File: src/rtl/burst_pkg.sv
`timescale 1ns/1ps
package burst_pkg;

   // legal prefetch depths per access
   function automatic bit pf_legal(input int pf);
      return (pf == 1) || (pf == 2) || (pf == 4) || (pf == 8);
   endfunction

   // width of the in-block column offset (at least one bit)
   function automatic int off_width(input int pf);
      return (pf > 1) ? $clog2(pf) : 1;
   endfunction

endpackage

File: src/rtl/burst_col_ctr.sv
`timescale 1ns/1ps
module burst_col_ctr #(
   parameter int COL_W    = 6,
   parameter int PREFETCH = 4
) (
   input  logic             clk,
   input  logic             rst_n,
   input  logic             load,
   input  logic             step,
   input  logic [COL_W-1:0] start,
   output logic [COL_W-1:0] col
);
   localparam logic [COL_W-1:0] LOW_MASK = COL_W'(PREFETCH - 1);

   logic [COL_W-1:0] col_q;
   logic [COL_W-1:0] col_inc;

   // low bits wrap inside the aligned block, high bits never move
   always_comb begin
      col_inc = (col_q & ~LOW_MASK) | ((col_q + COL_W'(1)) & LOW_MASK);
   end

   always_ff @(posedge clk) begin
      if (!rst_n) begin
         col_q <= '0;
      end else if (load) begin
         col_q <= start;
      end else if (step) begin
         col_q <= col_inc;
      end
   end

   assign col = col_q;
endmodule

File: src/rtl/burst_piso.sv
`timescale 1ns/1ps
module burst_piso #(
   parameter int PINS     = 4,
   parameter int PREFETCH = 4
) (
   input  logic                                  clk,
   input  logic                                  rst_n,
   input  logic                                  load,
   input  logic [PINS*PREFETCH-1:0]              word,
   input  logic [burst_pkg::off_width(PREFETCH)-1:0] off,
   output logic [PINS-1:0]                       beat,
   output logic                                  vld
);
   localparam int WORD_W = PINS * PREFETCH;
   localparam int CNT_W  = $clog2(PREFETCH + 1);

   logic [WORD_W-1:0] rot;
   logic [WORD_W-1:0] sr_q;
   logic [CNT_W-1:0]  left_q;

   // rotate so that the start column's slice leaves first
   always_comb begin
      rot = '0;
      for (int j = 0; j < PREFETCH; j++) begin
         rot[j*PINS +: PINS] = word[((j + int'(off)) % PREFETCH)*PINS +: PINS];
      end
   end

   generate
      if (PREFETCH == 1) begin : g_single
         always_ff @(posedge clk) begin
            if (!rst_n) begin
               sr_q   <= '0;
               left_q <= '0;
            end else if (load) begin
               sr_q   <= rot;
               left_q <= CNT_W'(1);
            end else begin
               left_q <= '0;
            end
         end
      end else begin : g_shift
         always_ff @(posedge clk) begin
            if (!rst_n) begin
               sr_q   <= '0;
               left_q <= '0;
            end else if (load) begin
               sr_q   <= rot;
               left_q <= CNT_W'(PREFETCH);
            end else if (left_q != '0) begin
               sr_q   <= sr_q >> PINS;
               left_q <= left_q - CNT_W'(1);
            end
         end
      end
   endgenerate

   assign beat = sr_q[PINS-1:0];
   assign vld  = (left_q != '0);
endmodule

File: src/rtl/burst_sipo.sv
`timescale 1ns/1ps
module burst_sipo #(
   parameter int PINS     = 4,
   parameter int PREFETCH = 4,
   parameter int COL_W    = 6
) (
   input  logic                     clk,
   input  logic                     rst_n,
   input  logic                     load,
   input  logic [COL_W-1:0]         start,
   input  logic [PINS-1:0]          din,
   output logic                     wr_en,
   output logic [COL_W-1:0]         wr_col,
   output logic [PINS*PREFETCH-1:0] wr_data
);
   localparam int WORD_W = PINS * PREFETCH;
   localparam int CNT_W  = $clog2(PREFETCH + 1);
   localparam logic [COL_W-1:0] LOW_MASK = COL_W'(PREFETCH - 1);

   logic [CNT_W-1:0]  left_q;
   logic [WORD_W-1:0] gather_q;
   logic [WORD_W-1:0] merged;
   logic [COL_W-1:0]  col;
   logic              active;
   logic              last;

   assign active = (left_q != '0);
   assign last   = (left_q == CNT_W'(1));

   burst_col_ctr #(.COL_W(COL_W), .PREFETCH(PREFETCH)) u_col (
      .clk   (clk),
      .rst_n (rst_n),
      .load  (load),
      .step  (active),
      .start (start),
      .col   (col)
   );

   // drop the current beat into the slot of its column
   always_comb begin
      merged = gather_q;
      merged[int'(col & LOW_MASK)*PINS +: PINS] = din;
   end

   always_ff @(posedge clk) begin
      if (!rst_n) begin
         left_q   <= '0;
         gather_q <= '0;
         wr_en    <= 1'b0;
         wr_col   <= '0;
         wr_data  <= '0;
      end else begin
         wr_en <= active && last;
         if (active) begin
            gather_q <= merged;
         end
         if (active && last) begin
            wr_data <= merged;
            wr_col  <= col & ~LOW_MASK;
         end
         if (load) begin
            left_q <= CNT_W'(PREFETCH);
         end else if (active) begin
            left_q <= left_q - CNT_W'(1);
         end
      end
   end
endmodule

File: src/rtl/prefetch_burst_engine.sv
`timescale 1ns/1ps
module prefetch_burst_engine #(
   parameter int PINS     = 4,
   parameter int PREFETCH = 4,
   parameter int COL_W    = 6
) (
   input  logic                     clk,
   input  logic                     rst_n,
   input  logic                     cmd_vld,
   input  logic                     cmd_wr,
   input  logic [COL_W-1:0]         cmd_col,
   output logic                     core_rd_en,
   output logic [COL_W-1:0]         core_rd_col,
   input  logic [PINS*PREFETCH-1:0] core_rd_data,
   output logic                     core_wr_en,
   output logic [COL_W-1:0]         core_wr_col,
   output logic [PINS*PREFETCH-1:0] core_wr_data,
   output logic [PINS-1:0]          dq_out,
   output logic                     dq_out_vld,
   output logic [COL_W-1:0]         beat_col,
   input  logic [PINS-1:0]          dq_in
);
   localparam int OFF_W = burst_pkg::off_width(PREFETCH);
   localparam int GAP_W = OFF_W;
   localparam logic [COL_W-1:0] LOW_MASK = COL_W'(PREFETCH - 1);

   generate
      if (!burst_pkg::pf_legal(PREFETCH)) begin : g_bad_pf
         $error("PREFETCH must be 1, 2, 4 or 8");
      end
      if (COL_W <= OFF_W) begin : g_bad_col
         $error("COL_W must exceed the in-block offset width");
      end
      if (PINS < 1) begin : g_bad_pins
         $error("PINS must be at least 1");
      end
   endgenerate

   logic [GAP_W-1:0] gap_q;
   logic             accept;
   logic             rd_pend_q;
   logic             wr_pend_q;
   logic [COL_W-1:0] start_q;

   // one command per burst slot; early commands are dropped
   assign accept = cmd_vld && (gap_q == '0);

   always_ff @(posedge clk) begin
      if (!rst_n) begin
         gap_q     <= '0;
         rd_pend_q <= 1'b0;
         wr_pend_q <= 1'b0;
         start_q   <= '0;
      end else begin
         if (accept) begin
            gap_q <= GAP_W'(PREFETCH - 1);
         end else if (gap_q != '0) begin
            gap_q <= gap_q - GAP_W'(1);
         end
         rd_pend_q <= accept && !cmd_wr;
         wr_pend_q <= accept && cmd_wr;
         if (accept) begin
            start_q <= cmd_col;
         end
      end
   end

   assign core_rd_en  = accept && !cmd_wr;
   assign core_rd_col = cmd_col & ~LOW_MASK;

   burst_piso #(.PINS(PINS), .PREFETCH(PREFETCH)) u_piso (
      .clk   (clk),
      .rst_n (rst_n),
      .load  (rd_pend_q),
      .word  (core_rd_data),
      .off   (start_q[OFF_W-1:0]),
      .beat  (dq_out),
      .vld   (dq_out_vld)
   );

   burst_col_ctr #(.COL_W(COL_W), .PREFETCH(PREFETCH)) u_rd_col (
      .clk   (clk),
      .rst_n (rst_n),
      .load  (rd_pend_q),
      .step  (dq_out_vld),
      .start (start_q),
      .col   (beat_col)
   );

   burst_sipo #(.PINS(PINS), .PREFETCH(PREFETCH), .COL_W(COL_W)) u_sipo (
      .clk     (clk),
      .rst_n   (rst_n),
      .load    (wr_pend_q),
      .start   (start_q),
      .din     (dq_in),
      .wr_en   (core_wr_en),
      .wr_col  (core_wr_col),
      .wr_data (core_wr_data)
   );
endmodule

File: config.mk
export PLATFORM = sky130hd
export DESIGN_NAME = prefetch_burst_engine
export DESIGN_NICKNAME = d
export VERILOG_FILES = /design/src/rtl/burst_pkg.sv /design/src/rtl/burst_col_ctr.sv /design/src/rtl/burst_piso.sv /design/src/rtl/burst_sipo.sv /design/src/rtl/prefetch_burst_engine.sv
export SDC_FILE = /design/constraint.sdc
export NUM_CORES = 1
export LEC_CHECK = 0
export ABC_CLOCK_PERIOD_IN_PS = 1700
export CAP_MARGIN = 20
export CORE_MARGIN = 8
export CORE_UTILIZATION = 40
export CTS_BUF_LIST = sky130_fd_sc_hd__clkbuf_8
export DETAILED_ROUTE_END_ITERATION = 6
export GPL_TIMING_DRIVEN = 0
export PLACE_DENSITY = 0.76
export SKIP_LAST_GASP = 1
export SYNTH_ARGS = -nofsm -noshare
export SYNTH_HDL_FRONTEND = slang
export SYNTH_HIERARCHICAL = 1
export SYNTH_SLANG_ARGS = --single-unit
File: constraint.sdc
create_clock -name clk -period 1.7 [get_ports clk]
set_input_delay 0.34 -clock clk [delete_from_list [all_inputs] [get_ports clk]]
set_output_delay 0.34 -clock clk [all_outputs]
set_load 0.03 [all_outputs]
==> Yosys cells after proc, flatten, opt, wreduce, memory -nomap -nowiden <==
Index checks and enable logic that the tools add are counted.
{ "word_totals": {"reg_bits": 81, "input_bits": 30, "output_inout_bits": 41, "elab_cells": 67} }
{ "classes": {"add_sub_neg": 9, "n_eq_ne": 1, "shifts": 6, "mux": 13, "bitwise_logic": 6, "n_reduce_logical": 17} }
{ "ops": {"columns": ["cell", "count"], "rows": [
  ["$shiftx 16x5->4", 4],
  ["$neg 4->33", 1],
  ["$shift 4x33->16 const A", 1],
  ["$shiftx 4x33->16", 1],
  ["$mux 16", 2],
  ["$mux 6", 4],
  ["$bwmux 16", 1],
  ["$mux 3", 4],
  ["$or 6x2->6", 2],
  ["$reduce_or 2->1", 5],
  ["$reduce_bool 2->1", 4],
  ["$reduce_bool 3->1", 2],
  ["$sub 3x1->3 const B", 2],
  ["$add 2x1->2 const B", 2],
  ["$add 2x2->2 const A", 2],
  ["$logic_and 1x1->1", 4],
  ["$mux 2", 2],
  ["$and 1x1->1 const A", 3],
  ["$eq 3x1->1 const B", 1],
  ["$add 1x2->2 const A", 1],
  ["$logic_not 2->1", 1],
  ["$sub 2x1->2 const B", 1],
  ["$logic_not 1->1", 1],
  ["$not 1->1", 1]
]} }

==> Logic depth before layout (Yosys ltp) <==
{ "depth": {"ltp_word": 5, "depth_mapped": 8, "ltp_nobuf": 7} }

==> Modules after synthesis <==
The synthesis kept the hierarchy.
{ "modules_own_cells": {"columns": ["module", "n_inst", "cells_per_inst", "area_each_um2", "seq_area_each_um2"], "rows": [
  ["burst_sipo", 1, 199, 1808.0, 800.8],
  ["burst_piso", 1, 139, 1362.6, 380.4],
  ["burst_col_ctr", 2, 22, 254.0, 120.1],
  ["prefetch_burst_engine", 1, 52, 457.9, 200.2]
]} }

==> Worst setup path after synthesis <==
No wires, ideal clock.
{ "synth_timing": {"kind": "reg2reg", "from": "register u_sipo.left_q[0]", "to": "register u_sipo.wr_data[12]", "setup_time_ns": 0.120, "t_arrival_ns": 1.699, "t_required_ns": 1.580, "setup_slack_ns": -0.119, "path_stages_with_launch": 9, "n_path_buf": 2, "synth_period_minus_slack_ns": 1.819, "path_cell_list": "dfxtp_1 inv_1 ha_1 ha_1 or3b_1 buf_2 buf_6 a221oi_2 nor2_1"} }
{ "synth_between": {"elab_chain_cells": 2, "elab_cells_between_ends": 3, "classes_between": "eq/ne: 1; reduce/logical: 2"} }
{ "synth_lines": {"columns": ["item", "line_no", "source"], "rows": [
  ["start, declared", "burst_sipo.sv:20", "logic [CNT_W-1:0] left_q;"],
  ["start signal, assigned", "burst_sipo.sv:62", "left_q <= CNT_W'(PREFETCH);"],
  ["start signal, assigned", "burst_sipo.sv:64", "left_q <= left_q - CNT_W'(1);"],
  ["$eq 3x1->1 / $reduce_bool 3->1 (equally long branches)", "burst_sipo.sv:28, burst_sipo.sv:27", null],
  ["$logic_and 1x1->1 *", "burst_sipo.sv:57", "if (active && last) begin"],
  ["end signal, assigned", "burst_sipo.sv:58", "wr_data <= merged;"],
  ["end, declared", "burst_sipo.sv:14", "output logic [PINS*PREFETCH-1:0] wr_data"]
]} }
Mark *: on every way between the ends. The rest lies on a longest branch, timed or not.
A chain may end at the register's enable or synchronous reset.

==> Final worst setup path <==
{ "layout_timing": {"from": "register u_sipo.left_q[1]", "to": "register u_sipo.wr_data[4]"} }
The elaborated chain is that of the path after synthesis.

==> impl_metrics.yaml <==
outcome:
  status: "complete, but fails checks"
  violations: "negative setup slack"
power_and_ir_drop:
  netSwitchingPower_w: 0.00283
  seqPwrFrac: 0.331
  clockPowerShare: 0.209
  power_density_mw_per_mm2: 1380
  peakVddDrop_mv: 0.528
  p_leak_nw: 2.28
  p_comb_frac: 0.459
  switching_share: 0.373
  intPower_w: 0.00475
worst_setup_path:
  r2r_end: "u_sipo/wr_data[4]$_SDFFE_PN0P_"
  crit_type: "flop to flop"
  worst_path_most_repeated_cell: "ha_4"
  crit_chain: "inv_2 > ha_4 > ha_4 > or3b_4 > buf_8 > buf_6 > a221oi_2 > nor2_1"
  slowest_delay_ns: 0.38
  critPathMaxFanout: 6
  reg2reg_from: "u_sipo/left_q[1]$_SDFFE_PP0P_"
  rrSetupSlack_ns: -0.03
  worst_path_max_delay_cell: "or3b_4"
  crit_path_end_kind: "flop"
  cp-start-kind: "flop"
  crit_path_start: "u_sipo/left_q[1]$_SDFFE_PP0P_"
  path_buf_inv: 3
  arrival_ns: 1.97
  worst_ep_required_time_ns: 1.94
  path_delay_family: "simple AND/OR/NAND/NOR gates"
  ff2ff_path_depth: 8
cts:
  holdBufCountCts: 0
  clk_pin_slew_ns: 0.08
  clock_path_buffers: 2
  cts_sinks: 81
  cts_tree: "yes"
  cts-htree-levels: 3
  cts_buffers: 9
  root_buffer: "clkbuf_8"
  clk_latency_ns: 0.35
timing:
  final.setup_skew_ns: 0.00815
  hold_viol: 0
  setup-tns-final_ns: -0.107
  layout_setup_ws_ns: -0.0276
  max_freq_mhz: 579
  finalSetupViolations: 6
  slew_headroom: 0.618
  slew_violations: 0
  rsz0062_at_grt: "yes"
  hold_ws_ns: 0.256
  period_needed_ns: 1.73
  tightest_slew_ns: 0.574
  post-route-period-util: 1.02
layout:
  num_antenna_cells: 0
  layout_commonest_cell: "dfxtp_1"
  n_fill_cell: 926
  synthToLayoutAreaGrowth_pct: 32.7
  num-nets-final: 571
  most-common-layout-cells: "dfxtp_1 (72), dlygate4sd2_1 (33), o21ai_0 (31)"
  final_util: 0.539
  drive_gt1_frac: 0.240
hold_path:
  min_to: "rd_pend_q$_SDFF_PN0_"
  min_from: "cmd_vld"
  hp-class: "primary input to flop"
  holdPathStages: 3
synth:
  syn_area_per_cell_um2: 9.53
  syn-cell-area_mm2: 0.00414
  synth.largest_area_cell: "dfxtp_1"
  ys_types: 49
  syn-instance-count: 434
  ys_seq_elements: 81
  synth.top_cell.area_share: 0.392
  synth_area_leaders: "dfxtp_1 (39%), mux2i_1 (5.8%), mux4_2 (4.4%)"
  yosys_warnings: 6
  synth_seq_area_share: 0.392
detailed_routing:
  wl_per_cell_um: 16.1
  vias_per_cell: 5.18
  drt_iter0_markers: 259
  dr.pass1.iters: 5
  drc: 0
  routed_wl_um: 10700
  ant_nets: 0
  vias: 3468
placed_design:
  dp_hpwl_um: 7390
  numPortBuffers: 65
  place_congestion: 0.863
grt:
  grt_start_max_net_pins: 32
  overflow: 0
  first_global_vias: 3536
  antenna_found_initial: 0
  grt_usage: 0.152
  grt_pass1_wl_um: 17300
die:
  start_util: 0.406
  die-area_mm2: 0.0139
  core_area_mm2: 0.0102
  die_h_um: 118
  io_pins: 71
  die-width_um: 118
  num_rows: 37
run:
  maxCapViolations: 0
## through the flow
stage                     setup slack, ns  power, W  instance area (um^2)  cells
after floorplan                    0.0221   0.00456                  4170    436
after global placement             -0.608   0.00541                  4990    637
after detailed placement           -0.696   0.00550                  4990    637
after CTS                          -0.245   0.00720                  5300    660
after global routing              -0.0826   0.00801                  5490    669
final                             -0.0276   0.00758                  5490    669
## worst register-to-register path, cell delays in order (launching register included)
cell,delay (ns)
dfxtp_2,0.34
inv_2,0.05
ha_4,0.16
ha_4,0.16
or3b_4,0.38
buf_8,0.15
buf_6,0.13
a221oi_2,0.19
nor2_1,0.06
## layout make-up
class	instances	area [um^2]	share of cell area
Sequential cell	81	1640	0.298
Clock buffer	11	151	0.0276
Buffer	40	338	0.0615
Clock inverter	5	78.8	0.0144
Tap cell	136	170	0.0310
Timing Repair Buffer	82	747	0.136
Multi-Input combinational cell	284	2250	0.410
Inverter	30	118	0.0214
## power groups by stage
stage          combinational [W]  clock, W  sequential (W)
2_1_floorplan            0.00179         0         0.00277
3_3_place_gp             0.00289         0         0.00252
3_5_place_dp             0.00295         0         0.00255
4_1_cts                  0.00305   0.00163         0.00251
5_1_grt                  0.00374   0.00171         0.00256
6_report                 0.00348   0.00159         0.00251
## registers in the layout, indices dropped and copies added, names as in the netlist
name,count
gap_q,2
rd_pend_q,1
u_piso/sr_q,16
u_sipo/gather_q,16
u_piso/left_q,3
u_sipo/left_q,3
u_sipo/wr_col,4
wr_pend_q,1
u_sipo/wr_data,16
u_rd_col/col,6
u_sipo/wr_en,1
u_sipo/u_col/col,6
start_q,6
## timing repair
item,CTS,global route
endpoints found under the setup margin,89,45
cloned,1,0
pin swaps,5,13
resized for setup,73,50
setup buffers,7,10
## metal layers
layer | wire [um] | up-vias | global-route usage
li1 | - | 1704 | -
met1 | 4760 | 1664 | 0.181
met2 | 5290 | 88 | 0.250
met3 | 505 | 12 | 0.0360
met4 | 189 | 0 | 0.0753
met5 | 0 | - | 0
## Yosys cell counts (all sizes together)
master	number
nor3	1
mux2	8
nand2	23
nand4b	2
a31oi	2
inv	30
dfxtp	81
buf	28
nand2b	14
and2	2
or3b	1
o2111a	2
a32oi	4
mux4	8
o21a	2
o22ai	4
ha	13
nand3	4
and3	1
mux2i	24
conb	2
clkbuf	13
a21oi	17
nor3b	3
a211oi	1
a221oi	11
o211a	3
nor2	28
nor2b	27
o221a	4
and4b	1
a211o	2
a22oi	11
o22a	4
o21ai	32
a21boi	8
xor2	4
nand4	6
nor4bb	3
## how the worst max path moves through the flow
stage / to / cells past startpoint
after global routing: u_sipo/wr_data[3]$_SDFFE_PN0P_ / 8
after CTS: dq_out_vld / 6
after floorplan: u_sipo/wr_data[12]$_SDFFE_PN0P_ / 8
final: u_sipo/wr_data[4]$_SDFFE_PN0P_ / 8
after global placement: u_sipo/wr_data[11]$_SDFFE_PN0P_ / 4
after detailed placement: u_sipo/wr_data[9]$_SDFFE_PN0P_ / 4
## cell families (layout without fill, tap and decap cells)
group                      after synthesis  count (layout)  synth area share
and+or+nand+nor                        116             116             0.151
xor gates and xnor gates                 4               4           0.00847
adders and majority gates               13              13            0.0393
other                                    2               4           0.00182
AOI/OAI and AO/OA                      107             107             0.186
DFF                                     81              81             0.392
muxes                                   40              40             0.123
buffers and inverters                   71             168            0.0977
No activity file was read; power rests on OpenSTA's default activity.
